`config.mk`:
```
export PLATFORM = sky130hd
export DESIGN_NAME = dram_refresh_sched
export DESIGN_NICKNAME = d
export VERILOG_FILES = /design/src/rtl/dref_pkg.sv /design/src/rtl/dref_rst_sync.sv /design/src/rtl/dref_interval.sv /design/src/rtl/dref_seq.sv /design/src/rtl/dref_rowctr.sv /design/src/rtl/dram_refresh_sched.sv
export SDC_FILE = /design/constraint.sdc
export NUM_CORES = 1
export LEC_CHECK = 0
export BUFFER_PORTS_ARGS = -buffer_cell sky130_fd_sc_hd__buf_2
export CAP_MARGIN = 20
export CORE_ASPECT_RATIO = 0.8
export CORE_UTILIZATION = 45
export CTS_BUF_LIST = sky130_fd_sc_hd__clkbuf_8
export DETAILED_ROUTE_END_ITERATION = 10
export PLACE_DENSITY = 0.72
export RECOVER_POWER = 50
export SLEW_MARGIN = 25
export SYNTH_ARGS = -nofsm -noshare
export SYNTH_HDL_FRONTEND = slang
export SYNTH_SLANG_ARGS = --single-unit
```
`constraint.sdc`:
```
create_clock -name clk -period 2.1 [get_ports clk]
set_input_delay 0.315 -clock clk [delete_from_list [all_inputs] [get_ports clk]]
set_output_delay 0.315 -clock clk [all_outputs]
set_load 0.05 [all_outputs]
```
`src/rtl/dref_pkg.sv`:
```
`timescale 1ns/1ps
package dref_pkg;

  typedef enum logic [1:0] {
    SQ_IDLE = 2'd0,
    SQ_CSR  = 2'd1,
    SQ_ACT  = 2'd2,
    SQ_PRE  = 2'd3
  } sq_state_e;

  // Round a nanosecond limit up to whole clock cycles, never below one.
  function automatic int unsigned ns_to_cyc(input int unsigned ns, input int unsigned clk_ps);
    int unsigned c;
    c = (ns * 1000 + clk_ps - 1) / clk_ps;
    if (c == 0) c = 1;
    return c;
  endfunction

  function automatic int unsigned umax(input int unsigned a, input int unsigned b);
    return (a > b) ? a : b;
  endfunction

endpackage

```
`src/rtl/dref_rst_sync.sv`:
```
`timescale 1ns/1ps
module dref_rst_sync (
  input  logic clk,
  input  logic rst_n,
  output logic rst_sync_n
);
  logic [1:0] sh_q;

  always_ff @(posedge clk or negedge rst_n) begin
    if (!rst_n) sh_q <= 2'b00;
    else        sh_q <= {sh_q[0], 1'b1};
  end

  assign rst_sync_n = sh_q[1];
endmodule

```
`src/rtl/dref_interval.sv`:
```
`timescale 1ns/1ps
module dref_interval #(
  parameter int unsigned LIMIT = 16
) (
  input  logic clk,
  input  logic rst_n,
  input  logic en,
  output logic tick
);
  localparam int unsigned W = (LIMIT > 1) ? $clog2(LIMIT) : 1;

  logic [W-1:0] cnt_q, cnt_d;

  always_comb begin
    tick  = en && (cnt_q == W'(LIMIT - 1));
    cnt_d = cnt_q;
    if (en) cnt_d = tick ? '0 : cnt_q + 1'b1;
  end

  always_ff @(posedge clk or negedge rst_n) begin
    if (!rst_n) cnt_q <= '0;
    else        cnt_q <= cnt_d;
  end
endmodule

```
`src/rtl/dref_seq.sv`:
```
`timescale 1ns/1ps
module dref_seq import dref_pkg::*; #(
  parameter int unsigned CSR_CYC = 2,
  parameter int unsigned RAS_CYC = 10,
  parameter int unsigned CHR_CYC = 2,
  parameter int unsigned PRE_CYC = 8
) (
  input  logic clk,
  input  logic rst_n,
  input  logic start,
  input  logic cbr_sel,
  output logic busy,
  output logic done,
  output logic ras_n,
  output logic cas_n,
  output logic addr_en
);
  localparam int unsigned MAXC  = umax(umax(CSR_CYC, RAS_CYC), PRE_CYC);
  localparam int unsigned CNT_W = $clog2(MAXC + 1);

  sq_state_e        st_q, st_d;
  logic [CNT_W-1:0] cnt_q, cnt_d;
  logic             cbr_q, cbr_d;

  always_comb begin
    st_d  = st_q;
    cnt_d = cnt_q;
    cbr_d = cbr_q;
    case (st_q)
      SQ_IDLE: if (start) begin
        cbr_d = cbr_sel;
        if (cbr_sel) begin
          st_d  = SQ_CSR;
          cnt_d = CNT_W'(CSR_CYC - 1);
        end else begin
          st_d  = SQ_ACT;
          cnt_d = CNT_W'(RAS_CYC - 1);
        end
      end
      SQ_CSR: if (cnt_q == '0) begin
        st_d  = SQ_ACT;
        cnt_d = CNT_W'(RAS_CYC - 1);
      end else cnt_d = cnt_q - 1'b1;
      SQ_ACT: if (cnt_q == '0) begin
        st_d  = SQ_PRE;
        cnt_d = CNT_W'(PRE_CYC - 1);
      end else cnt_d = cnt_q - 1'b1;
      SQ_PRE: if (cnt_q == '0) st_d = SQ_IDLE;
              else cnt_d = cnt_q - 1'b1;
      default: st_d = SQ_IDLE;
    endcase
  end

  always_ff @(posedge clk or negedge rst_n) begin
    if (!rst_n) begin
      st_q  <= SQ_IDLE;
      cnt_q <= '0;
      cbr_q <= 1'b0;
    end else begin
      st_q  <= st_d;
      cnt_q <= cnt_d;
      cbr_q <= cbr_d;
    end
  end

  assign busy    = (st_q != SQ_IDLE);
  assign done    = (st_q == SQ_PRE) && (cnt_q == '0);
  assign ras_n   = (st_q != SQ_ACT);
  assign cas_n   = !((st_q == SQ_CSR) ||
                     ((st_q == SQ_ACT) && cbr_q && (cnt_q >= CNT_W'(RAS_CYC - CHR_CYC))));
  assign addr_en = !cbr_q && ((st_q == SQ_ACT) || (st_q == SQ_PRE));
endmodule

```
`src/rtl/dref_rowctr.sv`:
```
`timescale 1ns/1ps
module dref_rowctr #(
  parameter int unsigned ROW_W = 11
) (
  input  logic             clk,
  input  logic             rst_n,
  input  logic             adv,
  output logic [ROW_W-1:0] row
);
  logic [ROW_W-1:0] row_q, row_d;

  always_comb row_d = adv ? row_q + 1'b1 : row_q;

  always_ff @(posedge clk or negedge rst_n) begin
    if (!rst_n) row_q <= '0;
    else        row_q <= row_d;
  end

  assign row = row_q;
endmodule

```
`src/rtl/dram_refresh_sched.sv`:
```
`timescale 1ns/1ps
module dram_refresh_sched import dref_pkg::*; #(
  parameter int unsigned CLK_PS      = 5000,
  parameter int unsigned ROW_W       = 11,
  parameter int unsigned REFRESH_US  = 32000,
  parameter int unsigned PAUSE_US    = 100,
  parameter int unsigned INIT_CYCLES = 8,
  parameter int unsigned T_RAS_NS    = 50,
  parameter int unsigned T_RP_NS     = 30,
  parameter int unsigned T_RC_NS     = 90,
  parameter int unsigned T_CSR_NS    = 10,
  parameter int unsigned T_CHR_NS    = 10
) (
  input  logic             clk,
  input  logic             rst_n,
  input  logic             use_cbr,
  input  logic             host_req,
  output logic             host_gnt,
  output logic             ref_busy,
  output logic             ras_n,
  output logic             cas_n,
  output logic             we_n,
  output logic [ROW_W-1:0] row_addr,
  output logic             row_addr_en,
  output logic             init_done
);
  localparam longint      ROWS      = longint'(1) << ROW_W;
  localparam int unsigned CSR_CYC   = ns_to_cyc(T_CSR_NS, CLK_PS);
  localparam int unsigned RAS_CYC   = ns_to_cyc(T_RAS_NS, CLK_PS);
  localparam int unsigned CHR_RAW   = ns_to_cyc(T_CHR_NS, CLK_PS);
  localparam int unsigned CHR_CYC   = (CHR_RAW > RAS_CYC) ? RAS_CYC : CHR_RAW;
  localparam int unsigned RP_CYC    = ns_to_cyc(T_RP_NS, CLK_PS);
  localparam int unsigned RC_CYC    = ns_to_cyc(T_RC_NS, CLK_PS);
  localparam int unsigned RC_REST   = (RC_CYC > RAS_CYC) ? RC_CYC - RAS_CYC : 1;
  localparam int unsigned PRE_CYC   = umax(RP_CYC, RC_REST);
  localparam longint      INT_RAW   = (longint'(REFRESH_US) * 1000000) / ROWS / CLK_PS;
  localparam int unsigned INT_CYC   = (INT_RAW < 1) ? 1 : int'(INT_RAW);
  localparam longint      PAUSE_RAW = (longint'(PAUSE_US) * 1000000 + CLK_PS - 1) / CLK_PS;
  localparam int unsigned PAUSE_CYC = (PAUSE_RAW < 1) ? 1 : int'(PAUSE_RAW);
  localparam int unsigned INIT_N    = (INIT_CYCLES < 1) ? 1 : INIT_CYCLES;
  localparam int unsigned INIT_W    = $clog2(INIT_N + 1);

  logic              rst_i_n;
  logic              pause_tick, ref_tick;
  logic              seq_busy, seq_done, seq_addr_en, start_ref;
  logic              pause_done_q, pause_done_d;
  logic              init_done_q, init_done_d;
  logic [INIT_W-1:0] init_cnt_q, init_cnt_d;
  logic              pend_q, pend_d;
  logic              gnt_q, gnt_d;

  dref_rst_sync u_rst (.clk(clk), .rst_n(rst_n), .rst_sync_n(rst_i_n));

  dref_interval #(.LIMIT(PAUSE_CYC)) u_pause (
    .clk(clk), .rst_n(rst_i_n), .en(!pause_done_q), .tick(pause_tick));

  dref_interval #(.LIMIT(INT_CYC)) u_ival (
    .clk(clk), .rst_n(rst_i_n), .en(init_done_q), .tick(ref_tick));

  dref_seq #(.CSR_CYC(CSR_CYC), .RAS_CYC(RAS_CYC), .CHR_CYC(CHR_CYC), .PRE_CYC(PRE_CYC)) u_seq (
    .clk(clk), .rst_n(rst_i_n), .start(start_ref), .cbr_sel(use_cbr),
    .busy(seq_busy), .done(seq_done), .ras_n(ras_n), .cas_n(cas_n), .addr_en(seq_addr_en));

  dref_rowctr #(.ROW_W(ROW_W)) u_row (
    .clk(clk), .rst_n(rst_i_n), .adv(seq_done && seq_addr_en), .row(row_addr));

  // A refresh may start only with the pins free: no grant held and sequencer idle.
  always_comb begin
    start_ref    = !seq_busy && !gnt_q && pause_done_q && (!init_done_q || pend_q);
    pause_done_d = pause_done_q | pause_tick;
    init_cnt_d   = init_cnt_q;
    init_done_d  = init_done_q;
    if (seq_done && !init_done_q) begin
      init_cnt_d = init_cnt_q + 1'b1;
      if (init_cnt_q == INIT_W'(INIT_N - 1)) init_done_d = 1'b1;
    end
    pend_d = ref_tick | (pend_q & !(start_ref & init_done_q));
    if (gnt_q) gnt_d = host_req;
    else       gnt_d = host_req && init_done_q && !seq_busy && !pend_q && !start_ref;
  end

  always_ff @(posedge clk or negedge rst_i_n) begin
    if (!rst_i_n) begin
      pause_done_q <= 1'b0;
      init_done_q  <= 1'b0;
      init_cnt_q   <= '0;
      pend_q       <= 1'b0;
      gnt_q        <= 1'b0;
    end else begin
      pause_done_q <= pause_done_d;
      init_done_q  <= init_done_d;
      init_cnt_q   <= init_cnt_d;
      pend_q       <= pend_d;
      gnt_q        <= gnt_d;
    end
  end

  assign host_gnt    = gnt_q;
  assign ref_busy    = seq_busy;
  assign we_n        = 1'b1;
  assign row_addr_en = seq_addr_en;
  assign init_done   = init_done_q;
endmodule

```
==> flow_metrics.py <==
metrics = {
    "status": {
        "status": "completed",
    },
    "pwr": {
        "total_leakage_power_nw": 1.47,
        "ir_worst_vdd_mv": 0.456,
        "power_density_mw_per_mm2": 1010,
    },
    "final_layout": {
        "drive_above_1_share_pct": 14.7,
        "fillCellCount": 567,
        "syn_to_final_growth_pct": 13.0,
        "final_nets": 307,
        "diodes": 0,
    },
    "route": {
        "drt_wl_total_microns": 4890,
        "routedWlPerCell_microns": 13.1,
        "via_count": 1915,
        "vias_per_cell": 5.13,
        "drtIter0Drc": 137,
        "firstDrtPassIters": 4,
        "drc_errors": 0,
        "ant_nets": 0,
    },
    "timing": {
        "rsz0062_at_grt": "false",
        "final_hold_viol_count": 0,
        "slew_violations": 0,
        "tightestPinTransition_ps": 958,
        "whs_ps": 213,
        "finalSetupTns_ps": 0,
        "fmax_mhz": 507,
        "layout_min_cycle_time_ps": 1970,
        "period_share_pct": 93.9,
        "setup_viol": 0,
        "slew_headroom_pct": 36.2,
        "fin_skew_ps": 8.60,
    },
    "synthesis": {
        "ys_types": 43,
        "synth_area_leader_cell": "dfrtp_1",
        "ys_ff_latch": 55,
        "yosysWarnings": 0,
        "synth_edf_count": 0,
        "postSynthAreaPerCell_sq_um": 10.5,
        "async_flop_share_pct": 100,
        "ys_seq_area_share_pct": 50.3,
        "synth_top_area_share_pct": 50.3,
        "netlist_area_sq_mm": 0.00274,
        "syn_inst": 261,
        "synth.area.top_cells": "dfrtp_1, xnor2_1, ha_1",
        "synth_ff_type": "dfrtp_1",
    },
    "worst_setup_path": {
        "cp.required_ps": 2290,
        "critPathMaxFanout": 4,
        "critPathTopFamily": "compound AO/OA/AOI/OAI gates",
        "worst_setup_path_end_kind": "flop",
        "slowest_stage": "dfrtp_1",
        "cp_num_buf_inv": 1,
        "max_stage_delay_ps": 420,
        "cp_data_arrival_time_ps": 2160,
        "cp-start-kind": "flop",
        "worstSetupPathType": "flop to flop",
        "crit_chain": "inv_1, ha_1, or3b_1, a211o_1, a2111oi_2, nor3_1",
    },
    "hold_path": {
        "min_path_type": "input pin to flop",
    },
    "place": {
        "gp_congestion": 0.889,
        "io_buffers": 20,
        "place_hpwl_microns": 3660,
    },
    "floorplanning": {
        "io_pins": 22,
        "die_area_sq_mm": 0.00640,
        "rows": 25,
        "die_h_microns": 71.7,
        "fp.coreArea_sq_mm": 0.00588,
        "start_util_pct": 46.5,
        "dieWidth_microns": 89.2,
    },
    "cts": {
        "cts_setup_buffers": 0,
        "cts_buffers": 5,
        "cts-root-buf": "clkbuf_8",
        "clkTransAtPathRegs_ps": 100,
        "cts_tree": "built",
        "cts_max_path_buffers": 2,
        "clock-sinks": 55,
        "clk-insertion-delay-late_ps": 310,
        "htree_levels": 2,
    },
    "grt": {
        "antenna_found_initial": 0,
        "grt_pass1_vias": 1832,
        "grt_usage_pct": 17.1,
        "grt_pass1_wl_microns": 8360,
        "overflow": 0,
        "grt_max_degree": 41,
    },
    "run": {
        "drv_cap": 0,
    },
}
final cells by class:
cell class / count / area [sq um] / area share (%)
flip-flops and latches: 55 / 1380 / 44.5
clock inverters: 2 / 35.0 / 1.13
inverters: 15 / 56.3 / 1.82
repair buffers: 26 / 143 / 4.62
multi-input cells: 188 / 1300 / 41.9
clock buffers: 6 / 82.6 / 2.67
well taps: 81 / 101 / 3.28
metrics by stage:
stage / setup WS (ps) / power (mW) / util (%) / std cells / cell area (sq um)
after global routing: 18.3 / 3.32 / 52.6 / 373 / 3090
after global placement: 201 / 2.40 / 50.6 / 364 / 2980
final: 128 / 3.12 / 52.6 / 373 / 3090
after CTS: 141 / 3.16 / 52.8 / 373 / 3100
after floorplan: 124 / 2.18 / - / 262 / 2740
after detailed placement: 156 / 2.43 / 50.6 / 364 / 2980
cells in the final DEF, fill, tap and decap left out, types with 2 or more instances in the layout:
cell and n:
and3_1 4, nand4_1 9, nand2_1 24, clkbuf_1 2, conb_1 2, nor2b_1 2
ha_1 12, nor4_1 7, nand4b_1 2, dfrtp_1 55, xor2_1 12, a21o_2 2
mux2_2 4, nand2b_1 4, inv_1 15, mux2i_1 3, clkbuf_8 6, xnor2_1 24
a22o_1 2, buf_2 18, a21o_1 3, a21oi_1 5, a41o_1 2, nor2_1 26
o21ai_0 6, nand3_1 6, nor3_1 10, buf_4 4
flip-flops by register name (all words and copies together), names as in the netlist, 2 cells and up:
name and count:
u_row.row 11, u_seq.st_q 2, u_pause.cnt_q 15, u_seq.cnt_q 4, init_cnt_q 4, u_rst.sh_q 2, u_ival.cnt_q 12
logic make-up after synthesis:
group,count (synthesis),synth area share (%)
compound gates,28,7.32
xor+xnor,36,11.5
fa+ha+maj,12,5.49
buf+inv,19,2.79
flops,55,50.3
mux,7,2.74
other cells,1,0.137
simple gates,103,19.7
final timing paths:
check                          startpoint              end  slack (ps)  cells after the start
min in group asynchronous   u_rst.sh_q[1]     u_row.row[9]         220                      0
setup / recovery           u_seq.cnt_q[0]   u_seq.cnt_q[3]         130                      6
hold / removal                   host_req         host_gnt         210                      2
max in group asynchronous   u_rst.sh_q[1]  u_ival.cnt_q[6]         560                      1
hold reg to reg             u_rst.sh_q[1]     u_row.row[9]         220                      0
setup reg to reg           u_seq.cnt_q[0]   u_seq.cnt_q[3]         130                      6
Yosys cell counts, drive strengths merged (4+ instances only):
library cell and count:
ha 12, mux2 4, dfrtp 55, a21o 5, o21ai 6, xor2 12
nand3 6, nor3 10, nand2 24, inv 15, nand4 9, xnor2 24
nor2 26, and3 4, a21oi 6, nand2b 4, nor4 8
metal layers:
| metal | global-route usage (%) | share of wire, % | up-vias |
|---|---|---|---|
| li1 | - | - | 959 |
| met1 | 24.3 | 52 | 916 |
| met2 | 25.5 | 43 | 33 |
| met3 | 3.80 | 3.0 | 7 |
| met4 | 6.88 | 1.6 | 0 |
| met5 | 0 | 0 | - |
worst reg2reg max path, stage by stage, from the launching register on:
cell       delay [ps]
dfrtp_1           420
inv_1             110
ha_1              190
or3b_1            370
a211o_1           310
a2111oi_2         350
nor3_1            100
repair_timing:
item	4_1_cts	5_1_grt
hold buffers	1	0
gates resized for setup	0	1
hold endpoints to repair	2	0
endpoints found under the setup margin	0	1
power by group:
group          leakage (nW)  switching [mW]  internal (mW)  total, mW
logic                 0.675           0.680          0.428       1.11
clock network        0.0612           0.335          0.386      0.721
registers             0.737           0.121           1.17       1.29
total                  1.47            1.14           1.99       3.12
(Power assumes the default switching activity.)
